===== src/rtl/rm_pkg.sv =====
package rm_pkg;

    typedef enum logic [1:0] {
        ST_IDLE = 2'd0,
        ST_SEEK = 2'd1,
        ST_EMIT = 2'd2
    } rm_state_e;

    // Column visiting order of the 32-column interleaver: 5-bit reversal.
    function automatic logic [4:0] col_perm(input logic [4:0] c);
        return {c[0], c[1], c[2], c[3], c[4]};
    endfunction

endpackage


===== src/rtl/rm_store.sv =====
module rm_store #(
    parameter int MAX_D = 128,
    parameter int AW    = 7
) (
    input  logic          clk,
    input  logic          rst_n,
    input  logic          wr_en,
    input  logic [1:0]    wr_sel,
    input  logic [AW-1:0] wr_addr,
    input  logic          wr_bit,
    input  logic [1:0]    rd_sel,
    input  logic [AW-1:0] rd_addr,
    output logic          rd_bit
);

    logic [MAX_D-1:0] bits_q [3];

    for (genvar s = 0; s < 3; s++) begin : g_stream
        always_ff @(posedge clk) begin
            if (!rst_n) begin
                bits_q[s] <= '0;
            end else if (wr_en && (wr_sel == 2'(s)) && (int'(wr_addr) < MAX_D)) begin
                bits_q[s][wr_addr] <= wr_bit;
            end
        end
    end

    always_comb begin
        rd_bit = 1'b0;
        if (int'(rd_addr) < MAX_D) begin
            case (rd_sel)
                2'd0:    rd_bit = bits_q[0][rd_addr];
                2'd1:    rd_bit = bits_q[1][rd_addr];
                2'd2:    rd_bit = bits_q[2][rd_addr];
                default: rd_bit = 1'b0;
            endcase
        end
    end

endmodule


===== src/rtl/rm_walker.sv =====
module rm_walker
    import rm_pkg::*;
#(
    parameter int ROW_W = 2,
    parameter int PX_W  = ROW_W + 6
) (
    input  logic            clk,
    input  logic            rst_n,
    input  logic            init,
    input  logic            step,
    input  logic [ROW_W:0]  r_len,
    output logic [1:0]      strm,
    output logic [PX_W-1:0] pos_ext
);

    typedef struct packed {
        logic             par;
        logic             half;
        logic [4:0]       col;
        logic [ROW_W-1:0] row;
    } walk_t;

    walk_t w_d, w_q;
    logic [PX_W-1:0] base, kpi, p2pos;
    logic            last_row;

    assign last_row = ({1'b0, w_q.row} == (r_len - 1'b1));

    always_comb begin
        w_d = w_q;
        if (init) begin
            w_d = '0;
        end else if (step) begin
            if (w_q.par && !w_q.half) begin
                w_d.half = 1'b1;
            end else begin
                w_d.half = 1'b0;
                if (last_row) begin
                    w_d.row = '0;
                    if (w_q.col == 5'd31) begin
                        w_d.col = '0;
                        w_d.par = ~w_q.par;
                    end else begin
                        w_d.col = w_q.col + 5'd1;
                    end
                end else begin
                    w_d.row = w_q.row + 1'b1;
                end
            end
        end
    end

    always_ff @(posedge clk) begin
        if (!rst_n) w_q <= '0;
        else        w_q <= w_d;
    end

    always_comb begin
        base  = {1'b0, w_q.row, 5'b0} + PX_W'(col_perm(w_q.col));
        kpi   = {r_len, 5'b0};
        p2pos = base + 1'b1;
        if (p2pos == kpi) p2pos = '0;
        strm    = w_q.par ? (w_q.half ? 2'd2 : 2'd1) : 2'd0;
        pos_ext = (w_q.par && w_q.half) ? p2pos : base;
    end

    assert_row_bound_R4: assert property (@(posedge clk) disable iff (!rst_n)
        step |-> ({1'b0, w_q.row} < r_len));

    assert_p2_pos_bound_R5: assert property (@(posedge clk) disable iff (!rst_n)
        (step && strm == 2'd2) |-> (pos_ext < kpi));

    assert_half_in_parity_R3: assert property (@(posedge clk) disable iff (!rst_n)
        (step && !w_q.par) |-> !w_q.half);

endmodule


===== src/rtl/rm_rate_match.sv =====
module rm_rate_match
    import rm_pkg::*;
#(
    parameter int MAX_D = 128,
    parameter int E_W   = 14
) (
    input  logic                            clk,
    input  logic                            rst_n,
    input  logic                            ld_en,
    input  logic [1:0]                      ld_sel,
    input  logic [$clog2(MAX_D)-1:0]        ld_addr,
    input  logic                            ld_bit,
    input  logic                            start,
    input  logic [$clog2(MAX_D+1)-1:0]      d_len,
    input  logic [E_W-1:0]                  e_len,
    input  logic [$clog2(96*((MAX_D+31)/32))-1:0] k0,
    output logic                            busy,
    output logic                            out_valid,
    output logic                            out_bit,
    output logic                            done
);

    localparam int MAX_R = (MAX_D + 31) / 32;
    localparam int ROW_W = (MAX_R > 1) ? $clog2(MAX_R) : 1;
    localparam int PX_W  = ROW_W + 6;
    localparam int AW    = $clog2(MAX_D);
    localparam int DL_W  = $clog2(MAX_D + 1);
    localparam int K0_W  = $clog2(96 * MAX_R);

    typedef struct packed {
        rm_state_e       state;
        logic [E_W-1:0]  e_len;
        logic [E_W-1:0]  cnt;
        logic [K0_W-1:0] seek;
        logic [ROW_W:0]  r_len;
        logic [PX_W-1:0] nd;
        logic            out_valid;
        logic            out_bit;
        logic            done;
    } ctl_t;

    ctl_t ctl_d, ctl_q;

    logic            walk_init, walk_step;
    logic [1:0]      strm;
    logic [PX_W-1:0] pos_ext;
    logic            is_dummy;
    logic [AW-1:0]   rd_addr;
    logic            rd_bit;
    logic            idle;
    logic [DL_W+1:0] r_calc;
    logic [ROW_W:0]  r_new;

    assign idle     = (ctl_q.state == ST_IDLE);
    assign is_dummy = (pos_ext < ctl_q.nd);
    assign rd_addr  = AW'(pos_ext - ctl_q.nd);
    assign r_calc   = ({2'b0, d_len} + (DL_W+2)'(31)) >> 5;
    assign r_new    = r_calc[ROW_W:0];

    rm_store #(.MAX_D(MAX_D), .AW(AW)) u_store (
        .clk     (clk),
        .rst_n   (rst_n),
        .wr_en   (ld_en && idle),
        .wr_sel  (ld_sel),
        .wr_addr (ld_addr),
        .wr_bit  (ld_bit),
        .rd_sel  (strm),
        .rd_addr (rd_addr),
        .rd_bit  (rd_bit)
    );

    rm_walker #(.ROW_W(ROW_W), .PX_W(PX_W)) u_walk (
        .clk     (clk),
        .rst_n   (rst_n),
        .init    (walk_init),
        .step    (walk_step),
        .r_len   (ctl_q.r_len),
        .strm    (strm),
        .pos_ext (pos_ext)
    );

    always_comb begin
        ctl_d           = ctl_q;
        ctl_d.out_valid = 1'b0;
        ctl_d.out_bit   = 1'b0;
        ctl_d.done      = 1'b0;
        walk_init       = 1'b0;
        walk_step       = 1'b0;
        case (ctl_q.state)
            ST_IDLE: begin
                if (start) begin
                    if (e_len == '0) begin
                        ctl_d.done = 1'b1;
                    end else begin
                        ctl_d.state = ST_SEEK;
                        ctl_d.e_len = e_len;
                        ctl_d.cnt   = '0;
                        ctl_d.seek  = k0;
                        ctl_d.r_len = r_new;
                        ctl_d.nd    = {r_new, 5'b0} - PX_W'(d_len);
                        walk_init   = 1'b1;
                    end
                end
            end
            ST_SEEK: begin
                if (ctl_q.seek == '0) begin
                    ctl_d.state = ST_EMIT;
                end else begin
                    walk_step  = 1'b1;
                    ctl_d.seek = ctl_q.seek - 1'b1;
                end
            end
            ST_EMIT: begin
                walk_step = 1'b1;
                if (!is_dummy) begin
                    ctl_d.out_valid = 1'b1;
                    ctl_d.out_bit   = rd_bit;
                    ctl_d.cnt       = ctl_q.cnt + 1'b1;
                    if (ctl_q.cnt + 1'b1 == ctl_q.e_len) begin
                        ctl_d.done  = 1'b1;
                        ctl_d.state = ST_IDLE;
                    end
                end
            end
            default: ctl_d.state = ST_IDLE;
        endcase
    end

    always_ff @(posedge clk) begin
        if (!rst_n) ctl_q <= '0;
        else        ctl_q <= ctl_d;
    end

    assign busy      = !idle;
    assign out_valid = ctl_q.out_valid;
    assign out_bit   = ctl_q.out_bit;
    assign done      = ctl_q.done;

    assert_emit_bound_R2: assert property (@(posedge clk) disable iff (!rst_n)
        (ctl_q.state == ST_EMIT) |-> (ctl_q.cnt < ctl_q.e_len));

    assert_valid_after_emit_R2: assert property (@(posedge clk) disable iff (!rst_n)
        out_valid |-> ($past(ctl_q.state) == ST_EMIT));

    assert_done_pulse_R2: assert property (@(posedge clk) disable iff (!rst_n)
        (done && busy) |-> 1'b0);

    assert_done_single_R2: assert property (@(posedge clk) disable iff (!rst_n)
        (done && !start) |=> !done);

    assert_dummy_silent_R6: assert property (@(posedge clk) disable iff (!rst_n)
        (ctl_q.state == ST_EMIT && is_dummy) |=> !out_valid);

    assert_seek_exit_R7: assert property (@(posedge clk) disable iff (!rst_n)
        (ctl_q.state == ST_SEEK && ctl_q.seek == '0) |=> (ctl_q.state == ST_EMIT));

    assert_start_busy_R9: assert property (@(posedge clk) disable iff (!rst_n)
        (busy && start) |=> $stable(ctl_q.e_len));

endmodule


===== config.mk =====
export PLATFORM = sky130hd
export DESIGN_NAME = rm_rate_match
export DESIGN_NICKNAME = d
export VERILOG_FILES = /design/src/rtl/rm_pkg.sv /design/src/rtl/rm_store.sv /design/src/rtl/rm_walker.sv /design/src/rtl/rm_rate_match.sv
export SDC_FILE = /design/constraint.sdc
export NUM_CORES = 1
export LEC_CHECK = 0
export BUFFER_PORTS_ARGS = -buffer_cell sky130_fd_sc_hd__buf_2
export CAP_MARGIN = 20
export CELL_PAD_IN_SITES_DETAIL_PLACEMENT = 0
export CELL_PAD_IN_SITES_GLOBAL_PLACEMENT = 1
export CORE_UTILIZATION = 55
export CTS_BUF_LIST = sky130_fd_sc_hd__clkbuf_4 sky130_fd_sc_hd__clkbuf_8
export DETAILED_ROUTE_END_ITERATION = 12
export HOLD_SLACK_MARGIN = 0.08
export PLACE_DENSITY = 0.95
export SLEW_MARGIN = 10
export SYNTH_ARGS = -nofsm -noshare
export SYNTH_HDL_FRONTEND = slang
export SYNTH_SLANG_ARGS = --single-unit

===== constraint.sdc =====
create_clock -name clk -period 10.5 [get_ports clk]
set_input_delay 2.1 -clock clk [delete_from_list [all_inputs] [get_ports clk]]
set_output_delay 2.1 -clock clk [all_outputs]
set_load 0.01 [all_outputs]

Word-level counts from Yosys, hierarchy flattened
Memories as Yosys holds them, arrays and structs flattened. Index checks and enable logic that the tools add are counted.

Equality and inequality tests: 16. Div/mod/pow operators: 0. Multiply operators: 0. Mux-type cells: 430. Shift operators: 0. Bitwise operators: 389. Order comparisons: 4. Reduce and logical (&&, ||, !) cells: 26. Add/subtract/negate cells: 10.

Operators with widths (number): 1-bit 2-to-1 mux (403); 128-bit 2-to-1 mux (3); 1-bit bitwise OR (384); 50-bit 2-to-1 mux (2); 14-bit one-hot mux with 2 select lines (1); 1-bit binary-select mux with 7-bit select (3); 9-bit one-hot mux with 2 select lines (1); 7-bit by 8-bit less-than comparator with 1-bit output (second input constant) (2); 8-bit 2-to-1 mux (2); 14-bit by 1-bit adder with 14-bit output (second input constant) (1); 14-bit == test (1); 14-bit logical NOT (1); 14-bit 2-to-1 mux (1); 2-bit 2-to-1 mux (6); 2-bit != test (second input constant) (6); 4-bit AND reduction (3); 9-bit logical NOT (1); 9-bit 2-to-1 mux (1); 9-bit by 1-bit subtractor with 9-bit output (second input constant) (1); 7-bit by 5-bit adder with 8-bit output (1); 8-bit by 1-bit adder with 8-bit output (second input constant) (1); 8-bit by 5-bit adder with 8-bit output (second input constant) (1); 8-bit == test (1); 8-bit less-than comparator (1); other kinds (26) (47).

Flip-flop bits (word level): 62. Logic and storage cells: 889. Latch bits: 0. Bits of input ports: 45. Memories: 1. Output and inout bits: 4. Bits in read-only memories: 0. RAM bits: 384.

Memories: u_store.bits_q (words 3, width 128, rd ports 3, clocked after memory_dff 0, wr ports 3, RTL line rm_store.sv:16) `logic [MAX_D-1:0] bits_q [3];`.

Depth between registers and ports, before layout
Gate-level depths: netlist of the first run.

Depth in word-level cells: 11. Mapped depth: 22. Depth with buffers taken out: 19.

By module
Synthesis of the first run repeated with hierarchy kept, for this count alone.

Cells, all modules: 2302. Area, all modules: 23657.7 µm².

Modules (own cells, without submodules): rm_store (area each 19484.9 µm², seq. area each 11531.1 µm², instances 1, cells each 1756); rm_rate_match (area each 3379.5 µm², seq. area each 1061.0 µm², instances 1, cells each 446); rm_walker (area each 793.3 µm², seq. area each 180.2 µm², instances 1, cells each 100).

Worst setup path before layout of the first run
No wires, ideal clock.

Path kind: register -> register. Start point: reg u_walk.w_q[3] (netlist bit). End point: reg ctl_q, in the netlist out_bit. Library setup time: 0.142 ns. Period minus slack after synthesis: 4.520 ns. Slack: 5.980 ns. Data arrival time: 4.378 ns. Cell stages (with the launch flop): 23. Data required time: 10.358 ns. Cells stage by stage: dfxtp_1 ha_1 and3_1 ha_1 clkbuf_1 xnor2_1 nand4_1 nor3_1 nand2b_1 nor2_1 a21oi_1 ha_1 fa_1 buf_2 clkbuf_1 clkbuf_1 mux4_2 nand2_1 nand3_1 nand3_1 a21oi_1 a2111oi_0 a41oi_1.

Word-level cells in the longest chain between the ends: 9. Elaborated cells between the ends (all ways): 15. Classes of those cells: 3 x add/sub; 1 x order compare; 1 x eq/ne; 9 x mux; 1 x reduce/logical.

Ends and longest elaborated chain: start: declaration (RTL line rm_walker.sv:23) `walk_t w_d, w_q;`; start signal: assignment (RTL line rm_walker.sv:55) `else w_q <= w_d;`; 7-bit by 5-bit adder with 8-bit output (*) (RTL line rm_walker.sv:59) `base = {1'b0, w_q.row, 5'b0} + PX_W'(col_perm(w_q.col));`; 8-bit by 1-bit adder with 8-bit output (RTL line rm_walker.sv:61) `p2pos = base + 1'b1;`; 8-bit == test (RTL line rm_walker.sv:62) `if (p2pos == kpi) p2pos = '0;`; 8-bit 2-to-1 mux (RTL line rm_walker.sv:62); 8-bit 2-to-1 mux (*) (RTL line rm_walker.sv:64) `pos_ext = (w_q.par && w_q.half) ? p2pos : base;`; 7-bit subtractor (RTL line rm_rate_match.sv:56) `assign rd_addr = AW'(pos_ext - ctl_q.nd);`; 1-bit binary-select mux with 7-bit select (on tied branches) (RTL line rm_store.sv:34, rm_store.sv:32, rm_store.sv:33); 1-bit 2-to-1 mux (on tied branches) (RTL line rm_store.sv:34, rm_store.sv:32, rm_store.sv:33); 1-bit one-hot mux with 3 select lines (RTL line rm_store.sv:31) `case (rd_sel)`; end signal: assignment (RTL line rm_rate_match.sv:131) `else ctl_q <= ctl_d;`; end: declaration (RTL line rm_rate_match.sv:42) `ctl_t ctl_d, ctl_q;`.

Mark *: on every way between the ends. The rest lies on a longest branch, timed or not. The select of a mux whose other input is x is not followed. A chain may end at the register's enable or synchronous reset.

Worst setup path after layout of the first run
Ends and elaborated chain as after synthesis.

==> results of run 1 <==
## metrics by stage
stage / worst slack (ps) / area [um2] / hold WS, ps / power (mW) / instances
5_1_grt: 4150 / 25400 / 487 / 4.54 / 2836
2_1_floorplan: 5980 / 23400 / 432 / 2.59 / 2279
3_5_place_dp: 4700 / 23800 / 447 / 2.82 / 2693
6_report: 4580 / 25400 / 463 / 4.39 / 2837
4_1_cts: 4610 / 25400 / 462 / 4.40 / 2833
3_3_place_gp: 4840 / 23800 / 439 / 2.80 / 2692
## how the worst max path moves through the flow
stage                  start  endpoint  slack [ps]
6_report       u_walk.w_q[3]   out_bit        4580
5_1_grt        u_walk.w_q[3]   out_bit        4150
4_1_cts        u_walk.w_q[3]   out_bit        4610
3_5_place_dp   u_walk.w_q[3]   out_bit        4700
3_3_place_gp   u_walk.w_q[3]   out_bit        4840
2_1_floorplan  u_walk.w_q[3]   out_bit        5980
## registers in the layout, indices dropped and copies added (netlist names)
register and cells:
u_store.bits_q 384, ctl_q 50, u_walk.w_q 9, done 1, out_bit 1, out_valid 1
## worst max-delay path, stage by stage, from the launching register on
cell and delay [ps]:
dfxtp_1 450, ha_1 250, and3_1 180, ha_1 340, xnor2_1 120, nand4_1 120
nor3_1 80, nand2b_1 190, nor2_1 120, a21oi_1 70, ha_4 180, fa_4 1190
buf_4 760, mux4_2 410, nand2_1 80, nand4_1 170, nand4_1 220, nor4_1 70
a2111oi_0 510, a41oi_1 190
## cell families (layout without fill, tap and decap cells)
group / after synthesis / count (layout)
other: 0 / 1
multiplexers: 129 / 129
AND/OR/NAND/NOR: 873 / 873
adder cells (fa/ha/maj): 21 / 21
AO/OA/AOI/OAI: 536 / 536
flip-flops: 446 / 446
XOR/XNOR: 43 / 43
buffers and inverters: 231 / 249
## power groups by stage
stage	combinational (mW)	clock (mW)	sequential [mW]
floorplan	0.544	0	2.04
global route	0.829	1.68	2.03
detailed placement	0.759	0	2.06
CTS	0.762	1.61	2.02
finish	0.773	1.59	2.02
global placement	0.741	0	2.06
## final cells by class
class / count / area (um2) / area share [%]
well taps: 539 / 674 / 2.66
clock buffers: 111 / 1350 / 5.30
multi-input cells: 1602 / 9810 / 38.6
clock inverters: 29 / 190 / 0.749
repair buffers: 78 / 489 / 1.93
diodes: 1 / 2.50 / 0.00985
flip-flops and latches: 446 / 12800 / 50.3
inverters: 31 / 116 / 0.458
## Yosys cell counts, drive strengths merged, types with 3 or more instances
cell / count / area share (%)
mux4: 102 / 9.8
dfxtp: 62 / 5.3
nand3: 26 / 0.56
edfxtp: 384 / 49
a311oi: 3 / 0.11
nand4: 20 / 0.56
and2: 5 / 0.13
xnor2: 25 / 1.0
buf: 18 / 0.38
nand2b: 16 / 0.43
nor2: 461 / 7.4
nor4: 10 / 0.27
nor3: 26 / 0.56
a31oi: 8 / 0.21
a211oi: 11 / 0.35
o22ai: 3 / 0.080
inv: 31 / 0.50
ha: 20 / 1.1
o21ai: 420 / 9.0
xor2: 18 / 0.67
a41oi: 5 / 0.19
nand2: 261 / 4.2
a221oi: 3 / 0.11
nand3b: 3 / 0.096
or2: 5 / 0.13
nor3b: 8 / 0.26
and3: 11 / 0.29
o2111ai: 5 / 0.19
o211ai: 3 / 0.096
a21oi: 61 / 1.3
mux2i: 26 / 1.1
or3: 8 / 0.21
nor2b: 6 / 0.16
clkbuf: 182 / 2.9
## routing by layer
metal | vias up | global-route usage [%] | share of wire [%]
li1 | 8136 | - | -
met2 | 1105 | 44.7 | 48
met1 | 8664 | 37.6 | 38
met4 | 2 | 11.4 | 3.4
met3 | 170 | 5.89 | 11
met5 | - | 0 | 0.022
==> metrics.txt, run 1 <==
run status=finished clean; most frequent cells in the layout=nor2_1, o21ai_0, edfxtp_1, nand2_1, mux4_2; DR DRC count=0; Area Overhead vs Synth=8.71%; CTS tree=done; FFs w/ async S/R, synth=0%; H-tree depth=3; Comb pwr share=between 15 and 20%; syn nets=between 2,000 and 2,500; Switching Share=between 20% and 30%; Syn Std Cell Area=0.0234 mm2; post-synthesis area per instance=roughly 10 um2; Synth Area in XOR/XNOR=under 10%; 1st-iter DRT viols=around 2,500; GRT Util Overall=around 28%; IR drop worst, VDD=roughly 110 uV; RR Endpoint=out_bit; Ports=49; fillcell total=between 3,000 and 4,000; Synthesis Warnings=0; final setup skew=roughly 37 ps; total negative slack=0 ps; Distinct cells, synth=58; core area=about 0.042 mm2; hold-critical path depth=2; post-route ant nets=0; Pre-antenna DRT Iters=7; final hold vios=0; worst r2r src=u_walk.w_q[3]; Die W=roughly 210 um; Clock transition at path regs=about 60 ps; cell at the root of the clock tree=clkbuf_8; first-pass GRT wire length=between 90,000 and 100,000 um; worst slew pin tran=1140 ps; Worst Hold Class=flop to flop; Wirelength per Cell=around 21 um; full die area=approximately 0.043 mm2; Slew Viols, Final=0; NetSw=1.23 mW; hold buffers post-CTS=0; post-CTS setup buffers=0; min-delay src=ctl_q[8]; Synth Area in Simple Gates=between 10% and 20%; RSZ-0062 raised after global routing=no; FF+latch count, synth=446; maxcap violations=0; Starting Density=a little under three fifths; num rows=75; Crit Path Category=flop to flop; vias=about 18,000; Crit Path Max Fanout=56; Pwr per Cell Area=~170 mW/mm2; relative slew slack=23.4%; mux share of post-synthesis cell area=about 11%; I/O Buffers=48; EDFF count, synth=approximately 380; Critical Path RT=10,990 ps; Final Core Density=between 60% and 70%; Max clock buf depth=3; cts bufs inserted=between 70 and 80; WHS Endpoint=ctl_q[8]; worst path arrival time=6410 ps; WL final=60,400 um; gr ovfl total=0; RePlAce Congestion=between 0.8 and 0.9; Post-layout nets=around 2,300; sequential share of the synthesized area=a little over half; layout cells sized above 1=between 10 and 15%; post-synthesis compound-gate area fraction=12.2%; crit end category=flop; hpwl dp=35,600 um; initial antenna violation count=1; vias per cell=6.37; Highest Clock Rate=169 MHz; Cells after Synth=around 2,300; vias in the first global route=roughly 17,000; Clock Power Share=36.2%; Die H=around 210 um; final worst path period need=slightly below 6000 ps; combinational family with the most area after synthesis=simple AND/OR/NAND/NOR gates; post_cts resized=0; Reg2Reg Depth=19; Final Cycle Share=56.4%; Setup violations, final=0; P_leak=around 8.4 nW; Skew-Pair Late Insertion Delay=around 640 ps; clock net sink count=approximately 450; commonest non-fill, non-tap cell in the layout=nor2_1; CP Launch Type=flop; post-synthesis adder-cell area fraction=~1.2%; Post-synth top flop=edfxtp_1; Int Pwr=~3.2 mW; largest net degree at the start of global routing=184; Flop pwr share=46.1%; Reg2Reg Setup Slack=between 4000 and 5000 ps
Note: power is estimated with default switching activity, not from simulation.
==> run 2: changes to the inputs <==
CORE_UTILIZATION = 52   (was 55)
PLACE_DENSITY = 0.93   (was 0.95)
clock period = 6.2 ns   (was 10.5 ns; I/O delays follow)
==> metrics.txt, run 2 (same netlist as run 1, synthesis figures left out) <==
run status=finished clean; full die area=0.0458 mm2 (+5.7%); Final Cycle Share=87.6% (+31 points); post-route ant nets=0 (unchanged); RR Endpoint=out_bit; RePlAce Congestion=0.847 (-1.2%); post_cts resized=0 (unchanged); I/O Buffers=48 (unchanged); WHS Endpoint=ctl_q[7]; Die W=214 um (+2.8%); Final Core Density=57.9% (-2.6 points); Crit Path Category=flop to flop; final worst path period need=5430 ps (-488 ps); Top Registers=u_store.bits_q x384, ctl_q x50, u_walk.w_q x9; initial antenna violation count=0 (-1); IR drop worst, VDD=145 uV (+37%); worst slew pin tran=1120 ps (-22.9 ps); cts bufs inserted=77 (+1.3%); Post-layout nets=2,314 (+0.56%); P_leak=8.44 nW (+1.0%); Critical Path RT=6700 ps (-4290 ps); Antenna diodes=0 (-1); gr ovfl total=0 (unchanged); Clock transition at path regs=60 ps (about the same); Pre-antenna DRT Iters=5 (-2); final setup skew=21.0 ps (-16.1 ps); worst path arrival time=5930 ps (-480 ps); layout cells sized above 1=14.9% (+0.53 points); clock net sink count=446 (unchanged); hold-critical path depth=2 (unchanged); relative slew slack=25.5% (+2.1 points); Setup violations, final=0 (unchanged); Highest Clock Rate=184 MHz (+9.0%); CTS tree=done; hpwl dp=37,100 um (+4.4%); hold buffers post-CTS=0 (unchanged); first-pass GRT wire length=95,400 um (+0.91%); Die H=214 um (+2.8%); post-route setup slack=768 ps (-3810 ps); vias in the first global route=17,300 (+0.98%); post-CTS setup buffers=0 (unchanged); Crit Path Max Fanout=36 (-36%); DR DRC count=0 (unchanged); fillcell total=3,589 (+9.5%); Pwr Total=7.46 mW (+70%); worst r2r src=u_walk.w_q[3]; vias per cell=6.26 (-1.8%); maxcap violations=0 (unchanged); Ports=49 (unchanged); max FFs per register=384 (unchanged); CP Launch Type=flop; largest register by flop count=u_store.bits_q; num rows=77 (+2.7%); Reg2Reg Setup Slack=770 ps (-3810 ps); Worst Hold Class=flop to flop; WL final=60,800 um (+0.64%); Reg2Reg Depth=19 (unchanged); dpl ws=897 ps (-3800 ps); Wirelength per Cell=21.0 um (-1.6%); core area=0.0442 mm2 (+5.4%); Slew Viols, Final=0 (unchanged); crit end category=flop; H-tree depth=3 (unchanged); Area Overhead vs Synth=9.68%; Skew-Pair Late Insertion Delay=650 ps (about the same); min-delay src=ctl_q[7]; commonest non-fill, non-tap cell in the layout=nor2_1; final hold vios=0 (unchanged); Pwr per Cell Area=291 mW/mm2 (+69%); GRT Util Overall=26.5% (-1.5 points); Max clock buf depth=3 (unchanged); vias=18,200 (+0.45%); cell at the root of the clock tree=clkbuf_8; RSZ-0062 raised after global routing=no; 1st-iter DRT viols=2,359 (-6.8%); most frequent cells in the layout=nor2_1, o21ai_0, edfxtp_1, nand2_1, mux4_2; total negative slack=0 ps (unchanged); Starting Density=52.8% (-2.9 points); largest net degree at the start of global routing=140 (-24%)
## run 2: cell types whose count changed in the layout (fill, tap and decap cells not counted)
cell / previous run / this run
clkbuf_2: 1 / 0
buf_4: 26 / 32
buf_16: 1 / 0
buf_12: 0 / 7
clkinv_1: 14 / 12
clkbuf_4: 30 / 34
clkinvlp_4: 2 / 3
clkbuf_8: 83 / 86
diode_2: 1 / 0
buf_2: 48 / 49
inv_8: 0 / 2
bufinv_16: 2 / 0
clkinv_2: 9 / 3
## run 2: through the flow
step / area, um2 / instances / hold WS, ps
floorplan: 23400 / 2279 / 432
global placement: 24100 / 2757 / 442
detailed placement: 24100 / 2758 / 446
CTS: 25600 / 2898 / 461
global route: 25600 / 2901 / 477
finish: 25600 / 2901 / 457
## run 2: how the worst max path moves through the flow
stage | start | endpoint | slack [ps]
2_1_floorplan | u_walk.w_q[3] | out_bit | 1680
3_3_place_gp | u_walk.w_q[3] | out_bit | 1070
3_5_place_dp | u_walk.w_q[3] | out_bit | 900
4_1_cts | u_walk.w_q[3] | out_bit | 850
5_1_grt | u_walk.w_q[3] | out_bit | 410
6_report | u_walk.w_q[3] | out_bit | 770
## run 2: power by group
| part | switching, mW | internal [mW] | leakage (nW) |
|---|---|---|---|
| registers | 0.0622 | 3.37 | 4.47 |
| logic | 0.805 | 0.520 | 3.15 |
| clock network | 1.24 | 1.46 | 0.815 |
## run 2: critical path, cell delays in order, from the launching register on
cell       delay [ps]
dfxtp_1           490
ha_1              280
and3_1            190
ha_1              350
xnor2_1           160
nand4_1           100
nor3_1            300
nand2b_1          220
nor2_1             50
a21oi_1           200
ha_4              170
fa_4              900
buf_4             310
mux4_2            300
mux2i_1           200
mux2i_1           120
o2111ai_1         270
a211oi_1          120
a2111oi_0         340
a41oi_1           170
## run 2: layout make-up
class / instances / area, um2 / share of cell area, %
clock buffers: 118 / 1420 / 5.53
well taps: 592 / 741 / 2.89
clock inverters: 22 / 123 / 0.479
flip-flops and latches: 446 / 12800 / 49.8
inverters: 31 / 116 / 0.454
multi-input cells: 1602 / 9810 / 38.3
repair buffers: 90 / 647 / 2.52
## run 2: metal layers
layer | track usage, % | share of wire (%) | up-vias
met5 | 0 | 0 | -
met4 | 10.8 | 3.1 | 0
li1 | - | - | 8167
met1 | 36.3 | 39 | 8869
met3 | 4.49 | 10 | 125
met2 | 42.1 | 48 | 997
